### config.mk
export PLATFORM = sky130hd
export DESIGN_NAME = btn_seq_lock
export DESIGN_NICKNAME = d
export VERILOG_FILES = /design/src/rtl/seqlock_pkg.sv /design/src/rtl/seqlock_press.sv /design/src/rtl/seqlock_cfg.sv /design/src/rtl/seqlock_track.sv /design/src/rtl/btn_seq_lock.sv
export SDC_FILE = /design/constraint.sdc
export NUM_CORES = 1
export LEC_CHECK = 0
export BUFFER_PORTS_ARGS = -buffer_cell sky130_fd_sc_hd__buf_2
export CORE_MARGIN = 2
export CORE_UTILIZATION = 30
export DETAILED_ROUTE_END_ITERATION = 6
export PLACE_DENSITY_LB_ADDON = 0.15
export SETUP_SLACK_MARGIN = 0.3
export SYNTH_ARGS = -nofsm -noshare
export SYNTH_HDL_FRONTEND = slang
export SYNTH_SLANG_ARGS = --single-unit
export TNS_END_PERCENT = 1
### constraint.sdc
create_clock -name clk -period 2.6 [get_ports clk]
set_clock_uncertainty 0.05 [all_clocks]
set_input_delay 0.52 -clock clk [delete_from_list [all_inputs] [get_ports clk]]
set_output_delay 0.52 -clock clk [all_outputs]
set_load 0.01 [all_outputs]
### src/rtl/seqlock_pkg.sv
package seqlock_pkg;
  parameter int KEYS        = 4;
  parameter int SYNC_STAGES = 2;
  typedef logic [KEYS-1:0] key_vec_t;
endpackage

### src/rtl/seqlock_press.sv
module seqlock_press #(
  parameter int N     = seqlock_pkg::KEYS,
  parameter int DEPTH = seqlock_pkg::SYNC_STAGES
) (
  input  logic         clk,
  input  logic         rst_n,
  input  logic [N-1:0] lvl_i,
  output logic [N-1:0] press_o
);
  logic [N-1:0] chain [DEPTH];
  logic [N-1:0] prev;

  always_ff @(posedge clk or negedge rst_n) begin
    if (!rst_n) begin
      for (int i = 0; i < DEPTH; i++) chain[i] <= '0;
      prev <= '0;
    end else begin
      chain[0] <= lvl_i;
      for (int i = 1; i < DEPTH; i++) chain[i] <= chain[i-1];
      prev <= chain[DEPTH-1];
    end
  end

  // new press only on a released-to-pressed change
  assign press_o = chain[DEPTH-1] & ~prev;

  AST_PRESS_ONESHOT: assert property (@(posedge clk) disable iff (!rst_n)
    (press_o != '0) |=> ((press_o & $past(press_o)) == '0));
endmodule

### src/rtl/seqlock_cfg.sv
module seqlock_cfg #(
  parameter int N = seqlock_pkg::KEYS
) (
  input  logic [N*N-1:0] map_i,
  output logic           cfg_ok_o
);
  logic [N-1:0] row_ok;
  logic [N-1:0] col_ok;

  generate
    for (genvar p = 0; p < N; p++) begin : g_row
      assign row_ok[p] = ($countones(map_i[p*N +: N]) == 1);
    end
    for (genvar b = 0; b < N; b++) begin : g_col
      logic [N-1:0] col;
      for (genvar p = 0; p < N; p++) begin : g_bit
        assign col[p] = map_i[p*N + b];
      end
      assign col_ok[b] = ($countones(col) == 1);
    end
  endgenerate

  assign cfg_ok_o = (&row_ok) & (&col_ok);
endmodule

### src/rtl/seqlock_track.sv
module seqlock_track #(
  parameter int N  = seqlock_pkg::KEYS,
  parameter int SW = $clog2(N)
) (
  input  logic           clk,
  input  logic           rst_n,
  input  logic [N-1:0]   press_i,
  input  logic [N*N-1:0] map_i,
  input  logic           cfg_ok_i,
  output logic           lock_o
);
  localparam logic [SW-1:0] LAST = SW'(N - 1);

  logic [SW-1:0] stage;
  logic          any;
  logic          hit;
  logic [N-1:0]  want;

  always_comb begin
    want = map_i[stage*N +: N];
    any  = |press_i;
    hit  = any && cfg_ok_i && (press_i == want);
  end

  always_ff @(posedge clk or negedge rst_n) begin
    if (!rst_n) begin
      stage  <= '0;
      lock_o <= 1'b0;
    end else if (any) begin
      if (!hit) begin
        stage <= '0;
      end else if (stage == LAST) begin
        stage  <= '0;
        lock_o <= ~lock_o;
      end else begin
        stage <= stage + 1'b1;
      end
    end
  end

  AST_WRONG_CLEARS: assert property (@(posedge clk) disable iff (!rst_n)
    (any && !hit) |=> (stage == '0));
  AST_HIT_ADVANCES: assert property (@(posedge clk) disable iff (!rst_n)
    (hit && stage != LAST) |=> (stage == $past(stage) + 1'b1));
  AST_FINAL_TOGGLES: assert property (@(posedge clk) disable iff (!rst_n)
    (hit && stage == LAST) |=> (lock_o != $past(lock_o) && stage == '0));
  AST_LOCK_HOLDS: assert property (@(posedge clk) disable iff (!rst_n)
    !(hit && stage == LAST) |=> $stable(lock_o));
  AST_BAD_MAP_IDLE: assert property (@(posedge clk) disable iff (!rst_n)
    !cfg_ok_i |-> !hit);
endmodule

### src/rtl/btn_seq_lock.sv
module btn_seq_lock #(
  parameter int N     = seqlock_pkg::KEYS,
  parameter int DEPTH = seqlock_pkg::SYNC_STAGES
) (
  input  logic           clk,
  input  logic           rst_n,
  input  logic [N-1:0]   btn_i,
  input  logic [N*N-1:0] code_map_i,
  output logic           lock_set_o,
  output logic           led_o
);
  logic [N-1:0] press;
  logic         cfg_ok;

  seqlock_press #(.N(N), .DEPTH(DEPTH)) u_press (
    .clk(clk), .rst_n(rst_n), .lvl_i(btn_i), .press_o(press)
  );

  seqlock_cfg #(.N(N)) u_cfg (
    .map_i(code_map_i), .cfg_ok_o(cfg_ok)
  );

  seqlock_track #(.N(N)) u_track (
    .clk(clk), .rst_n(rst_n), .press_i(press), .map_i(code_map_i),
    .cfg_ok_i(cfg_ok), .lock_o(lock_set_o)
  );

  assign led_o = lock_set_o;
endmodule

==> qor.yml, run 1 <==
sta:
  post-route-period-util_pct: 95.1
  worst_pin_slew_ps: 775
  finalMaxSlewViolations: 0
  finalHoldViolCount: 0
  setup_viol: 0
  relSlewSlack_pct: 47.8
  rsz0062_at_grt: "true"
  whs_ps: 111
  timing.final.crit_period_ps: 2470
  max_freq_mhz: 405
  fin_ws_ps: 128
synthesis:
  ys_ff_latch: 15
  yosys_warnings: 0
  synth.net_count: 136
  synth_common_cells: "25 x ha_1, 15 x dfrtp_1, 8 x fa_1, 5 x nor2b_1"
  synth_area_leaders: "dfrtp_1 32%, ha_1 27%, fa_1 14%"
  synthCells: 81
  yosysSeqAreaShare_pct: 32.5
  async_reset_ff_share_pct: 100
  synth.distinct_cells: 19
  yosysTopAreaCell: "dfrtp_1"
  avgSynthCellArea_um2: 14.3
  synth_top_cell_area_share_pct: 32.5
  synthFlopType: "dfrtp_1"
  syn_area_um2: 1160
  synth_edf_count: 0
  yosysMostFrequentCell: "ha_1"
floorplanning:
  io_pins: 24
  rows: 22
  core_um2: 3690
  die_w_um: 66.1
  fp.dieArea_um2: 4370
  die_y_um: 66.1
  start_util_pct: 31.3
global_routing:
  grt_pass1_wl_um: 3950
  grt-ovfl-total: 0
  grt_antenna_before_repair: 0
  grt_max_degree: 16
  grt_usage_pct: 12.4
  grt_pass1_vias: 822
power:
  comb_power_share_pct: 33.1
  swShare_pct: 27.7
  ir_drop_v: 0.000191
  fin_total_pwr_uw: 650
  seq_power_share_pct: 37.8
  leakage_nw: 0.705
  switchingPower_uw: 180
  p_int_uw: 470
  power_density_nw_per_um2: 403
  clockPowerShare_pct: 29.1
clock_tree:
  post-cts-setup-buffers: 0
  postCtsHoldBufs: 0
  clock_latency_ps: 250
  clockRootBuffer: "clkbuf_8"
  h-tree-depth: 1
  clock-sinks: 15
  clkSlewWorstSetupHoldPaths_ps: 60
  cts_buffers: 3
  tritoncts: "done"
  max-clock-path-buffers: 2
placement:
  gp_congestion: 0.682
  dp_cells: 155
  numPortBuffers: 23
  hpwl_um: 1990
  place_ws_ps: -252
drt:
  routed_wl_um: 2320
  drc_errors: 0
  vias_per_cell: 4.77
  drtPass1Iterations: 2
  num_vias: 759
  drtIter0Drc: 9
  avgRoutedWirePerCell_um: 14.6
  final_antenna_net_count: 0
critical_path:
  cp_max_fo: 3
  worstSetupStartpointType: "input pin"
  reg2reg_slack_ps: 530
  required_ps: 2680
  cp-end-kind: "register"
  startpoint: "code_map_i[0]"
  worstReg2RegEnd: "u_track.lock_o"
  reg2reg_depth: 5
  crit_path_end: "u_track.lock_o"
  crit_type: "input pin to register"
  reg2reg_from: "u_track.stage[0]"
  arrival_ps: 2550
finish:
  areaGrowthSynthToFinish_pct: 39.5
  regArea_um2: 375
  diodes: 0
  drive_gt1_share_pct: 46.8
  stdcell_count: 159
  nNetsFinal: 167
  multiInputGateArea_um2: 945
  nFillCells: 361
outcome:
  outcome: "finished clean"
flow_run:
  drv_cap: 0
hold_path:
  min_path_type: "input pin to asynchronous set/reset pin"
-- per-layer routing --
metal,track usage [%],wire [um],share of wire (%)
met5,0,0,0
met4,1.53,0,0
met3,3.58,73,3.1
met2,18.8,1070,46
met1,17.9,1180,51
-- worst min path at each step --
stage	endpoint	cells after the start
2_1_floorplan	u_press.chain[0]	0
3_3_place_gp	u_press.chain[3]	0
3_5_place_dp	u_press.chain[0]	0
4_1_cts	u_press.prev[3]	1
5_1_grt	u_press.chain[6]	1
6_report	u_press.chain[5]	1
-- per-stage QoR --
step                util [%]  setup TNS (ps)  area, um^2
detailed placement      40.3            -567        1490
CTS                     41.8               0        1540
global placement        40.3            -738        1490
finish                  43.7               0        1610
floorplan                  -               0        1270
global route            43.7           -15.1        1610
-- worst max-delay path: stages --
cell,delay (ps)
buf_2,150
ha_4,250
ha_4,150
fa_1,470
nor4b_4,230
nand4_1,180
nor4_4,320
nand3_1,130
xnor2_1,140
-- cells in the final DEF (no fill, tap or decap), types with 3 or more instances in the layout --
cell,netlist,layout
clkbuf_8,0,3
fa_1,8,6
buf_2,0,22
dfrtp_1,15,15
nor2b_1,5,5
ha_4,0,9
nand2_1,4,4
xnor2_1,4,4
mux4_1,3,3
ha_1,25,15
buf_4,1,3
-- flip-flops by register name (all words and copies together), names as in the netlist --
signal	flops
u_track.stage	2
u_press.prev	4
u_press.chain	8
u_track.lock_o	1
-- cell families after synthesis --
group | after synthesis | share of synthesized area (%)
AOI/OAI and AO/OA | 1 | 0.650
xor gates and xnor gates | 5 | 3.79
adders and majority gates | 33 | 40.9
buffers and inverters | 2 | 1.62
DFF | 15 | 32.5
muxes | 4 | 8.77
and+or+nand+nor | 21 | 11.8
-- power groups by stage --
stage          Combinational, mW  Clock (mW)  Sequential [mW]
6_report                   0.215       0.189            0.245
5_1_grt                    0.246       0.210            0.247
4_1_cts                    0.187       0.195            0.246
3_5_place_dp               0.182           0            0.250
3_3_place_gp               0.179           0            0.250
2_1_floorplan              0.106           0            0.249
-- final cells by class --
cell class / count / share of cell area, %
Clock buffer: 3 / 2.56
Clock inverter: 1 / 0.465
Multi-Input combinational cell: 64 / 58.6
Sequential cell: 15 / 23.3
Tap cell: 48 / 3.72
Timing Repair Buffer: 28 / 11.4
-- timing repair --
action                                  in CTS  in global routing
pin swaps                                    0                  7
gates resized for setup                      1                 11
endpoints found under the setup margin       3                  3
No activity file was read; power rests on OpenSTA's default activity.
==> run 2: changes to the inputs <==
--- a/config.mk
+++ b/config.mk
@@ -6,7 +6,7 @@
 export NUM_CORES = 1
 export LEC_CHECK = 0
 export BUFFER_PORTS_ARGS = -buffer_cell sky130_fd_sc_hd__buf_2
-export CORE_MARGIN = 2
+export CORE_MARGIN = 10
 export CORE_UTILIZATION = 30
 export DETAILED_ROUTE_END_ITERATION = 6
 export PLACE_DENSITY_LB_ADDON = 0.15
==> qor.yml, run 2 (synthesized netlist as in run 1, its figures left out) <==
finish:
  top_regs: "u_press.chain (8), u_press.prev (4), u_track.stage (2)"
  nNetsFinal: 167
  stdcell_count: 159
  areaGrowthSynthToFinish_pct: 49.0
  nFillCells: 338
  largest_reg_flops: 8
  drive_gt1_share_pct: 54.1
  final_area_um2: 1720
  regArea_um2: 375
  diodes: 0
  final_common_cell: "buf_2"
  top_register: "u_press.chain"
  layout_common_cells: "16 x buf_2, 15 x ha_4, 15 x dfrtp_1, 7 x ha_1"
  multiInputGateArea_um2: 1020
placement:
  gp_congestion: 0.791
  hpwl_um: 2250
  dp_cells: 154
  dpl_cell_area_um2: 1470
  numPortBuffers: 23
clock_tree:
  cts_buffers: 3
  clockRootBuffer: "clkbuf_8"
  tritoncts: "done"
  postCtsHoldBufs: 0
  clkSlewWorstSetupHoldPaths_ps: 60
  clock-sinks: 15
  clock_latency_ps: 250
  h-tree-depth: 1
  max-clock-path-buffers: 2
sta:
  relSlewSlack_pct: 52.5
  rsz0062_at_grt: "true"
  setup_viol: 0
  post-route-period-util_pct: 96.1
  max_freq_mhz: 400
  finalMaxSlewViolations: 0
  finalSetupTns_ps: 0
  worst_pin_slew_ps: 706
  finalHoldViolCount: 0
  timing.final.crit_period_ps: 2500
critical_path:
  cp.buffers_inverters: 1
  crit_family: "simple AND/OR/NAND/NOR gates"
  startpoint: "code_map_i[1]"
  critPathSlowestCell: "fa_1"
  worstSetupStartpointType: "input pin"
  crit_type: "input pin to register"
  cp-end-kind: "register"
  slowest_delay_ps: 470
  cp_cell_sequence: "buf_6 > ha_4 > ha_4 > fa_1 > nor4b_4 > nand4_1 > nor4_4 > nand2_1 > o31ai_1"
  cp_max_fo: 3
  arrival_ps: 2610
  reg2reg_depth: 5
  crit_cells: 9
  crit_top_cell: "ha_4"
  required_ps: 2710
  reg2reg_from: "u_track.stage[0]"
drt:
  drc_errors: 0
  avgRoutedWirePerCell_um: 16.6
  routed_wl_um: 2640
  num_vias: 767
  drtPass1Iterations: 3
  vias_per_cell: 4.82
  drtIter0Drc: 34
  final_antenna_net_count: 0
outcome:
  outcome: "finished clean"
floorplanning:
  core_um2: 3690
  fp.dieArea_um2: 6740
  rows: 22
  io_pins: 24
  start_util_pct: 31.3
  die_w_um: 82.1
  die_y_um: 82.1
global_routing:
  grt_antenna_before_repair: 0
  grt_max_degree: 16
  grt_usage_pct: 8.89
  grt-ovfl-total: 0
  grt_pass1_vias: 879
  grt_busiest_layer: "met2"
  grtUsageMet3_pct: 2.73
  grtUsageMet2_pct: 14.3
  grtUsageMet1_pct: 11.2
  grt_pass1_wl_um: 4480
power:
  leakage_nw: 0.708
  power_density_nw_per_um2: 390
  ir_drop_v: 0.000342
hold_path:
  min_path_type: "input pin to asynchronous set/reset pin"
flow_run:
  drv_cap: 0
## run 2: what timing repair did
action / in CTS / in global routing
pin swaps: 16 / 8
resized for setup: 28 / 7
setup buffers: 0 / 1
endpoints found under the setup margin: 3 / 3
## run 2: worst paths after layout
| path | endpoint | slack [ps] |
|---|---|---|
| min in group clk | u_press.chain[2] | 300 |
| worst min register to register | u_press.chain[2] | 300 |
| worst min-delay path | u_track.stage[0] | 110 |
| worst max register to register | u_track.stage[0] | 520 |
| worst max-delay path | u_track.stage[0] | 100 |
| max in group asynchronous | u_press.prev[1] | 2150 |
## run 2: through the flow
step	hold slack [ps]	util, %	setup slack (ps)	total power [mW]
2_1_floorplan	174	-	180	0.355
3_5_place_dp	285	39.7	-276	0.431
3_3_place_gp	282	39.7	-263	0.426
6_report	108	46.7	102	0.672
4_1_cts	116	45.7	70.4	0.674
5_1_grt	130	46.7	-5.51	0.723
## run 2: per-layer routing
metal,up-vias,routed length (um)
li1,365,-
met1,382,1200
met2,15,1310
met3,5,109
met4,0,30
met5,-,0
## run 2: layout make-up
cell class	count	share of cell area, %
clock buffers	3	2.40
clock inverters	1	0.436
multi-input cells	64	59.3
flip-flops and latches	15	21.8
well taps	48	3.49
repair buffers	28	12.6
## run 2: report_power, final
group          switching [mW]  internal, mW  leakage (nW)  total, mW
registers             0.00265         0.243         0.182      0.246
clock network          0.0837         0.108        0.0217      0.191
logic                   0.102         0.133         0.505      0.235
total                   0.189         0.484         0.708      0.672
